## src/rtl/scb_pkg.sv

```systemverilog
package scb_pkg;
  localparam int unsigned SCB_DEPTH = 8;
  localparam int unsigned SCB_DW    = 8;

  typedef enum logic {
    RX_IDLE = 1'b0,
    RX_BUSY = 1'b1
  } rx_state_e;
endpackage

```

## src/rtl/scb_store.sv

```systemverilog
module scb_store #(
  parameter int unsigned DEPTH = 8,
  parameter int unsigned DW    = 8,
  parameter int unsigned PTR_W = $clog2(DEPTH + 1)
) (
  input  logic             clk,
  input  logic             rst_n,
  input  logic             wr_en,
  input  logic [PTR_W-1:0] wr_ptr,
  input  logic [DW-1:0]    wr_data,
  input  logic [PTR_W-1:0] rd_ptr,
  output logic [DW-1:0]    rd_data
);
  localparam int unsigned IDX_W = (DEPTH > 1) ? $clog2(DEPTH) : 1;
  localparam logic [PTR_W-1:0] FULL = PTR_W'(DEPTH);

  logic [DW-1:0] lane_w [DEPTH];

  for (genvar g = 0; g < DEPTH; g++) begin : g_lane
    logic          lane_we;
    logic [DW-1:0] lane_q;
    assign lane_we = wr_en && (wr_ptr == PTR_W'(g));
    always_ff @(posedge clk) begin
      if (lane_we) lane_q <= wr_data;
    end
    assign lane_w[g] = lane_q;
  end

  always_comb begin
    rd_data = '0;
    if (rd_ptr < FULL) rd_data = lane_w[rd_ptr[IDX_W-1:0]];
  end

  // a written byte lands in the lane picked by the write pointer
  assert_write_lands_R2: assert property (@(posedge clk) disable iff (!rst_n)
    (wr_en && wr_ptr < FULL) |=> lane_w[$past(wr_ptr[IDX_W-1:0])] == $past(wr_data));
endmodule

```

## src/rtl/scb_wr_ctrl.sv

```systemverilog
module scb_wr_ctrl
  import scb_pkg::*;
#(
  parameter int unsigned DEPTH = 8,
  parameter int unsigned PTR_W = $clog2(DEPTH + 1)
) (
  input  logic             clk,
  input  logic             rst_n,
  input  logic             rx_start,
  input  logic             rx_we,
  input  logic             rx_end,
  input  logic             rx_ok,
  input  logic             cpu_clr,
  output logic             mem_we,
  output logic [PTR_W-1:0] wr_ptr,
  output logic             flag,
  output logic             clr_eff
);
  localparam logic [PTR_W-1:0] FULL = PTR_W'(DEPTH);

  rx_state_e        state_q, state_d;
  logic [PTR_W-1:0] ptr_q, ptr_d;
  logic             flag_q, flag_d;
  logic             state_en, ptr_en, flag_en;
  logic             good_end;

  always_comb begin
    good_end = rx_end && rx_ok && !rx_start;
    clr_eff  = cpu_clr && !good_end;
    mem_we   = rx_we && !rx_start && (state_q == RX_BUSY) && (ptr_q < FULL);

    state_en = rx_start || rx_end;
    state_d  = rx_start ? RX_BUSY : RX_IDLE;

    ptr_en   = rx_start || mem_we;
    ptr_d    = rx_start ? '0 : ptr_q + 1'b1;

    flag_en  = rx_start || good_end || clr_eff;
    flag_d   = good_end;
  end

  always_ff @(posedge clk or negedge rst_n) begin
    if (!rst_n) begin
      state_q <= RX_IDLE;
      ptr_q   <= '0;
      flag_q  <= 1'b0;
    end else begin
      if (state_en) state_q <= state_d;
      if (ptr_en)   ptr_q   <= ptr_d;
      if (flag_en)  flag_q  <= flag_d;
    end
  end

  assign wr_ptr = ptr_q;
  assign flag   = flag_q;

  // error-free end raises the flag
  assert_good_end_R3: assert property (@(posedge clk) disable iff (!rst_n)
    (rx_end && rx_ok && !rx_start) |=> flag);
  // erroneous end never raises the flag
  assert_err_end_R4: assert property (@(posedge clk) disable iff (!rst_n)
    (rx_end && !rx_ok && !flag) |=> !flag);
  // a start drops the flag and rewinds the write side
  assert_start_rewind_R5: assert property (@(posedge clk) disable iff (!rst_n)
    rx_start |=> (!flag && wr_ptr == '0));
  // a clear coinciding with a good end is lost
  assert_clr_loses_R10: assert property (@(posedge clk) disable iff (!rst_n)
    (cpu_clr && rx_end && rx_ok && !rx_start) |=> flag);
  // the write pointer never runs past the store
  assert_wr_bound_R2: assert property (@(posedge clk) disable iff (!rst_n)
    wr_ptr <= FULL);
endmodule

```

## src/rtl/scb_rd_ctrl.sv

```systemverilog
module scb_rd_ctrl #(
  parameter int unsigned DEPTH = 8,
  parameter int unsigned PTR_W = $clog2(DEPTH + 1)
) (
  input  logic             clk,
  input  logic             rst_n,
  input  logic             rx_start,
  input  logic             rd_en,
  input  logic             clr_eff,
  output logic [PTR_W-1:0] rd_ptr,
  output logic             rd_invalid
);
  localparam logic [PTR_W-1:0] FULL = PTR_W'(DEPTH);

  logic [PTR_W-1:0] ptr_q, ptr_d;
  logic             inv_q, inv_d;
  logic             ptr_en, inv_en, abort, advance;

  always_comb begin
    abort   = rx_start && ((ptr_q != '0) || rd_en);
    advance = rd_en && (ptr_q < FULL);

    ptr_en  = rx_start || clr_eff || advance;
    ptr_d   = (rx_start || clr_eff) ? '0 : ptr_q + 1'b1;

    inv_en  = abort || clr_eff;
    inv_d   = abort;
  end

  always_ff @(posedge clk or negedge rst_n) begin
    if (!rst_n) begin
      ptr_q <= '0;
      inv_q <= 1'b0;
    end else begin
      if (ptr_en) ptr_q <= ptr_d;
      if (inv_en) inv_q <= inv_d;
    end
  end

  assign rd_ptr     = ptr_q;
  assign rd_invalid = inv_q;

  // a start during a read marks it invalid and rewinds
  assert_abort_R6: assert property (@(posedge clk) disable iff (!rst_n)
    (rx_start && rd_ptr != '0) |=> (rd_invalid && rd_ptr == '0));
  // no wrap past the end
  assert_ptr_hold_R8: assert property (@(posedge clk) disable iff (!rst_n)
    (rd_ptr == FULL && !rx_start && !clr_eff) |=> rd_ptr == FULL);
  // the clear drops the invalid status and rewinds
  assert_clear_R9: assert property (@(posedge clk) disable iff (!rst_n)
    (clr_eff && !rx_start) |=> (!rd_invalid && rd_ptr == '0));
  // a start with no read in progress leaves the status alone
  assert_no_abort_R11: assert property (@(posedge clk) disable iff (!rst_n)
    (rx_start && rd_ptr == '0 && !rd_en && !rd_invalid && !clr_eff) |=> !rd_invalid);
endmodule

```

## src/rtl/setup_capture_buf.sv

```systemverilog
module setup_capture_buf
  import scb_pkg::*;
#(
  parameter int unsigned DEPTH = SCB_DEPTH,
  parameter int unsigned DW    = SCB_DW
) (
  input  logic          clk,
  input  logic          rst_n,
  input  logic          usb_setup_start,
  input  logic          usb_byte_valid,
  input  logic [DW-1:0] usb_byte,
  input  logic          usb_end,
  input  logic          usb_end_good,
  input  logic          cpu_rd_en,
  output logic [DW-1:0] cpu_rd_data,
  input  logic          cpu_flag_clr,
  output logic          setup_flag,
  output logic          rd_invalid
);
  localparam int unsigned PTR_W = $clog2(DEPTH + 1);

  logic             mem_we, clr_eff;
  logic [PTR_W-1:0] wr_ptr, rd_ptr;

  scb_wr_ctrl #(.DEPTH(DEPTH), .PTR_W(PTR_W)) u_wr (
    .clk(clk), .rst_n(rst_n), .rx_start(usb_setup_start), .rx_we(usb_byte_valid),
    .rx_end(usb_end), .rx_ok(usb_end_good), .cpu_clr(cpu_flag_clr),
    .mem_we(mem_we), .wr_ptr(wr_ptr), .flag(setup_flag), .clr_eff(clr_eff)
  );

  scb_rd_ctrl #(.DEPTH(DEPTH), .PTR_W(PTR_W)) u_rd (
    .clk(clk), .rst_n(rst_n), .rx_start(usb_setup_start), .rd_en(cpu_rd_en),
    .clr_eff(clr_eff), .rd_ptr(rd_ptr), .rd_invalid(rd_invalid)
  );

  scb_store #(.DEPTH(DEPTH), .DW(DW), .PTR_W(PTR_W)) u_store (
    .clk(clk), .rst_n(rst_n), .wr_en(mem_we), .wr_ptr(wr_ptr), .wr_data(usb_byte),
    .rd_ptr(rd_ptr), .rd_data(cpu_rd_data)
  );

  // both status outputs are low out of reset
  assert_reset_R1: assert property (@(posedge clk) disable iff (!rst_n)
    $rose(rst_n) |-> (!setup_flag && !rd_invalid));
endmodule

```

## config.mk

```make
export PLATFORM = sky130hd
export DESIGN_NAME = setup_capture_buf
export DESIGN_NICKNAME = d
export VERILOG_FILES = /design/src/rtl/scb_pkg.sv /design/src/rtl/scb_store.sv /design/src/rtl/scb_wr_ctrl.sv /design/src/rtl/scb_rd_ctrl.sv /design/src/rtl/setup_capture_buf.sv
export SDC_FILE = /design/constraint.sdc
export NUM_CORES = 1
export LEC_CHECK = 0
export ABC_AREA = 1
export BUFFER_PORTS_ARGS = -buffer_cell sky130_fd_sc_hd__buf_2
export CELL_PAD_IN_SITES_DETAIL_PLACEMENT = 1
export CELL_PAD_IN_SITES_GLOBAL_PLACEMENT = 1
export CORE_AREA = 2 2 91 93
export DETAILED_ROUTE_END_ITERATION = 8
export DIE_AREA = 0 0 93 95
export PLACE_DENSITY_LB_ADDON = 0.1
export RECOVER_POWER = 100
export SYNTH_ARGS = -nofsm -noshare
export SYNTH_HDL_FRONTEND = slang
export SYNTH_SLANG_ARGS = --single-unit
```

## constraint.sdc

```tcl
create_clock -name clk -period 2.1 [get_ports clk]
set_clock_uncertainty 0.1 [all_clocks]
set_input_delay 0.105 -clock clk [delete_from_list [all_inputs] [get_ports clk]]
set_output_delay 0.105 -clock clk [all_outputs]
set_load 0.01 [all_outputs]
```

# After elaboration in Yosys (flattened, before gate mapping)
# Index checks and enable logic that the tools add are counted.
# op_classes
n_addsub	2
n_reduce_logical	28
n_lt_le_gt_ge	3
muxes	7
bitwise	1
eq_ne	7
# ops
operator	n
8-bit binary-select mux with 3-bit select	1
8-bit two-way mux	3
4-bit by 3-bit equality test with 1-bit output, second input constant	4
1-bit logical AND	16
4-bit by 1-bit adder with 4-bit output, second input constant	2
4-bit by 2-bit equality test with 1-bit output, second input constant	2
1-bit logical OR	8
4-bit less-than comparator, second input constant	2
4-bit two-way mux	2
4-bit by 1-bit equality test with 1-bit output, second input constant	1
4-bit greater-or-equal comparator, second input constant	1
4-bit logical NOT	1
3-bit NOT with 4-bit output	1
4-bit nonzero test	1
1-bit logical NOT	2
1-bit two-way mux	1
# word_totals
output_inout_bits	10
regBits	75
wordCells	61

# Depth between registers and ports, before layout
# depth
ltp_word	6
ltp_mapped	8
mapped_depth_nobuf	7

# Cells and area by module
# From an unflattened synthesis, not the netlist that was laid out.
# unflattened
hier_cells	369
area_unflattened_um2	3502.1
# by_module_without_submodules
module	instances	area_each_um2	seq_area_each_um2	cells_per_inst
scb_store	1	2899.0	1921.8	296
scb_wr_ctrl	1	309.0	150.1	39
scb_rd_ctrl	1	294.0	125.1	34

# Least setup slack after synthesis
# OpenSTA, ideal clock, no wires.
# synth_path
path_kind	register to register
startpoint	reg u_wr.ptr_q[0] (netlist: u_wr.wr_ptr[0])
endpoint	reg u_store.g_lane[2].lane_q[0], enable pin
setup_ns	0.383
stages_incl_launch_ff	5
arrival_ns	1.324
slack_ns	0.292
n_path_buf	0
period_less_slack_ns	1.808
cell_sequence	dfrtp_1 > inv_1 > ha_1 > inv_1 > nor3_1
# synth_via
elab_chain_cells	3
word_cells_on_any_way	4
cone_classes	order compare: 1; eq/ne: 1; reduce/logical: 2
# synth_rtl
element	line	source
start, declared	scb_wr_ctrl.sv:22	logic [PTR_W-1:0] ptr_q, ptr_d;
start signal, assigned	scb_wr_ctrl.sv:49	if (ptr_en) ptr_q <= ptr_d;
4-bit less-than comparator	scb_wr_ctrl.sv:30	mem_we = rx_we && !rx_start && (state_q == RX_BUSY) && (ptr_q < FULL);
1-bit logical AND	scb_wr_ctrl.sv:30	
1-bit logical AND *	scb_store.sv:22	assign lane_we = wr_en && (wr_ptr == PTR_W'(g));
net u_store.g_lane[2].lane_we	scb_store.sv:20	logic lane_we;
end signal, assigned	scb_store.sv:24	if (lane_we) lane_q <= wr_data;
end, declared	scb_store.sv:21	logic [DW-1:0] lane_q;
# Mark *: on every way through the listed nets, which the timed path passes. The rest lies on a longest branch.
# A chain may end at the register's enable or synchronous reset.

# Final worst setup path
# layout_path
startpoint	reg u_rd.ptr_q[1] (netlist: u_rd.rd_ptr[1])
endpoint	out cpu_rd_data[3]
# layout_via
elab_chain_cells	5
word_cells_on_any_way	6
cone_classes	order compare: 1; mux: 4; bitwise: 1
# layout_rtl
element	line	source
start, declared	scb_rd_ctrl.sv:15	logic [PTR_W-1:0] ptr_q, ptr_d;
start signal, assigned	scb_rd_ctrl.sv:35	if (ptr_en) ptr_q <= ptr_d;
3-bit NOT with 4-bit output (not written as such)	scb_store.sv:31	if (rd_ptr < FULL) rd_data = lane_w[rd_ptr[IDX_W-1:0]];
8-bit binary-select mux with 3-bit select	scb_store.sv:31	
8-bit two-way mux (not written as such) (2 in a row)	scb_store.sv:31	
8-bit two-way mux *	scb_store.sv:31	
end, declared	setup_capture_buf.sv:15	output logic [DW-1:0] cpu_rd_data,
# Mark *: on every way between the ends. The rest lies on a longest branch, timed or not. The select of a mux whose other input is x is not followed.

==> reports/metrics.cfg <==
[routing]
via_count=2463
first_pass_iters=4
vias_per_cell=4.737
drc=0
drt-initial-drc-count=113
totalWireLength_mm=8.090
ant_nets=0
wl_per_cell_um=15.56

[clocking]
clock_tree.root_cell=clkbuf_8
clkLatencyLatePin_ns=0.34
cts_made_buffers=9
h-tree-depth=3
path_clk_slew_ns=0.07
cts_buffer_depth=2
cts.sink_count=75
post_cts_buffers=0
cts_tree=done
post_cts_resized=0

[floorplan]
die_w_um=93
fp.coreArea_sq_um=7928
dieHeight_um=95
pin_count=26
die-area_sq_um=8835
rows=33
start_util_pct=43.92

[finish]
finalInstanceArea_sq_um=4080
diodes=0
seq_area_sq_um=2197
drive_above_1_share_pct=9.157
fillers=937
multiInputGateArea_sq_um=869.6
nets=432
syn2layout_area_growth_pct=17.18

[placement]
hpwl_mm=5.498
portBuffers=25
placed_area_sq_um=3741
gp_routability_congestion=0.8186

[timing]
fmax_ghz=0.5160
slew_viol_final=0
period_minus_slack_ns=1.938
setup_viol=0
rsz0062_at_grt=false
finalHoldViolCount=0
relSlewSlack_pct=55.49
worst_pin_slew_ns=0.6677
fin_setup_tns_ns=0
period_share_pct=92.29

[power_and_ir_drop]
powerDensity_nw_per_um2=802.7
p_total_mw=3.275
max-vdd-ir-drop_uv=440.0
leakagePower_nw=1.883

[critical_path]
required_ns=1.89
crit_path_max_fanout=12
worstReg2RegStart=u_wr.wr_ptr[1]
cp-start-kind=flop
worst_r2r_endpoint=u_store.g_lane[1].lane_q[6]
cp_data_arrival_time_ns=1.73
r2r_cells=5
crit_type=reg2out
critPathCaptureType=output pin
r2r_slack_ns=0.23

[synth]
ys_ff_latch=75
synth_cell_types=19
syn_area_per_cell_sq_um=9.727
yosysWarnings=0
syn_inst=358
ys_seq_area_share_pct=63.10
synth_edf_count=64
synthArstFlopShare_pct=14.67
netlist_area_sq_um=3482
syn_nets=380
ys.flop_type=edfxtp_1

[job]
cap_violations=0

[grt]
grtUsageTotal_pct=20.56
overflow=0
grt_max_degree=34
grt_pass1_vias=2636
antenna_found_initial=0
grt_pass1_wl_mm=13.31

[min_path]
holdCritStartpoint=usb_byte_valid
worstHoldPathType=in2reg
whs_path_depth=5
whs_endpoint=u_wr.wr_ptr[3]

[status]
outcome=finished clean

## area by class of cell
class                      instances  area share [%]
tap                              105           3.220
timing repair buffer              54           7.942
clock inverter                     4           2.392
inverter                          80           7.482
clock buffer                      12           3.803
sequential                        75           53.85
multi-input combinational        190           21.31
## synthesized netlist by cell type (3+ instances only)
| cell | count | area [sq um] |
|---|---|---|
| buf_2 | 4 | 20.02 |
| inv_1 | 76 | 285.3 |
| edfxtp_1 | 64 | 1922 |
| nand4_1 | 3 | 18.77 |
| buf_6 | 6 | 67.56 |
| nand3_1 | 43 | 215.2 |
| ha_1 | 6 | 75.07 |
| o21ai_0 | 5 | 25.02 |
| nor2_1 | 21 | 78.83 |
| dfrtp_1 | 11 | 275.3 |
| nand2_1 | 98 | 367.9 |
| nor3_1 | 8 | 40.04 |
| buf_4 | 3 | 22.52 |
## per-stage QoR
stage | std cells | setup slack [ns] | util [%] | hold slack, ns
global route | 520 | 0.009011 | 51.47 | 0.04304
finish | 520 | 0.1620 | 51.47 | 0.04109
global placement | 490 | 0.4346 | 47.19 | -0.1004
floorplan | 358 | 0.2925 | - | -0.2906
detailed placement | 490 | 0.3556 | 47.19 | -0.09441
CTS | 520 | 0.1356 | 52.15 | 0.01974
## layer usage
metal / GRT usage, % / part of all wire [%]
met1: 25.69 / 44
met2: 35.81 / 51
met3: 4.789 / 3.5
met4: 6.005 / 1.3
met5: 0 / 0
## power breakdown
part | switching [mW] | internal (mW) | total [mW]
combinational | 0.153 | 0.0806 | 0.233
sequential | 0.0139 | 1.64 | 1.65
clock | 0.533 | 0.856 | 1.39
## cell usage in the layout (no fill, tap or decap)
cell           instances
clkinvlp_4             1
buf_2                  6
buf_4                  4
nand2_1               98
edfxtp_1              64
dfrtp_1               11
inv_1                 78
clkbuf_1              22
xor2_1                 2
dlygate4sd3_1         14
nand4_1                3
clkbuf_2               9
nor2_1                21
nor3_1                 8
nor2_4                 1
ha_1                   6
nand3_1               43
clkbuf_8              11
a21oi_1                2
inv_4                  2
o21ai_0                5
bufinv_16              3
nand3_2                1
## registers in the layout, indices dropped and copies added (netlist names)
register / flops
u_rd.rd_invalid: 1
u_rd.rd_ptr: 4
u_store.g_lane.lane_q: 64
u_wr.flag: 1
u_wr.state_q: 1
u_wr.wr_ptr: 4
## worst max path at each step
stage / from / to / slack (ns) / depth (start not counted)
final: u_rd.rd_ptr[1] / cpu_rd_data[3] / 0.16 / 6
after global routing: u_rd.rd_ptr[1] / cpu_rd_data[3] / 0.009 / 6
after CTS: u_rd.rd_ptr[1] / cpu_rd_data[3] / 0.14 / 6
after detailed placement: u_wr.wr_ptr[1] / u_store.g_lane[1].lane_q[0] / 0.36 / 5
after global placement: u_wr.wr_ptr[1] / u_store.g_lane[1].lane_q[0] / 0.43 / 5
after floorplan: u_wr.wr_ptr[0] / u_store.g_lane[2].lane_q[0] / 0.29 / 4
## logic make-up (layout without fill, tap and decap cells)
group / after synthesis / after routing / share of synthesized area, %
flip-flops: 75 / 75 / 63.10
XOR/XNOR: 2 / 2 / 0.5031
AND/OR/NAND/NOR: 175 / 175 / 21.31
AO/OA/AOI/OAI: 7 / 7 / 1.006
buffers and inverters: 93 / 150 / 11.93
adder cells (fa/ha/maj): 6 / 6 / 2.156
## critical path, cell delays in order (launching register included)
cell,delay (ns)
dfrtp_1,0.57
buf_4,0.28
nand3_1,0.09
nand3_1,0.09
nand2_1,0.06
nor2_1,0.15
clkbuf_2,0.16
## what timing repair did
item	CTS	global route
setup endpoints to repair	0	0
endpoints found under the hold margin	80	0
hold buffers	14	0
(Power assumes the default switching activity.)
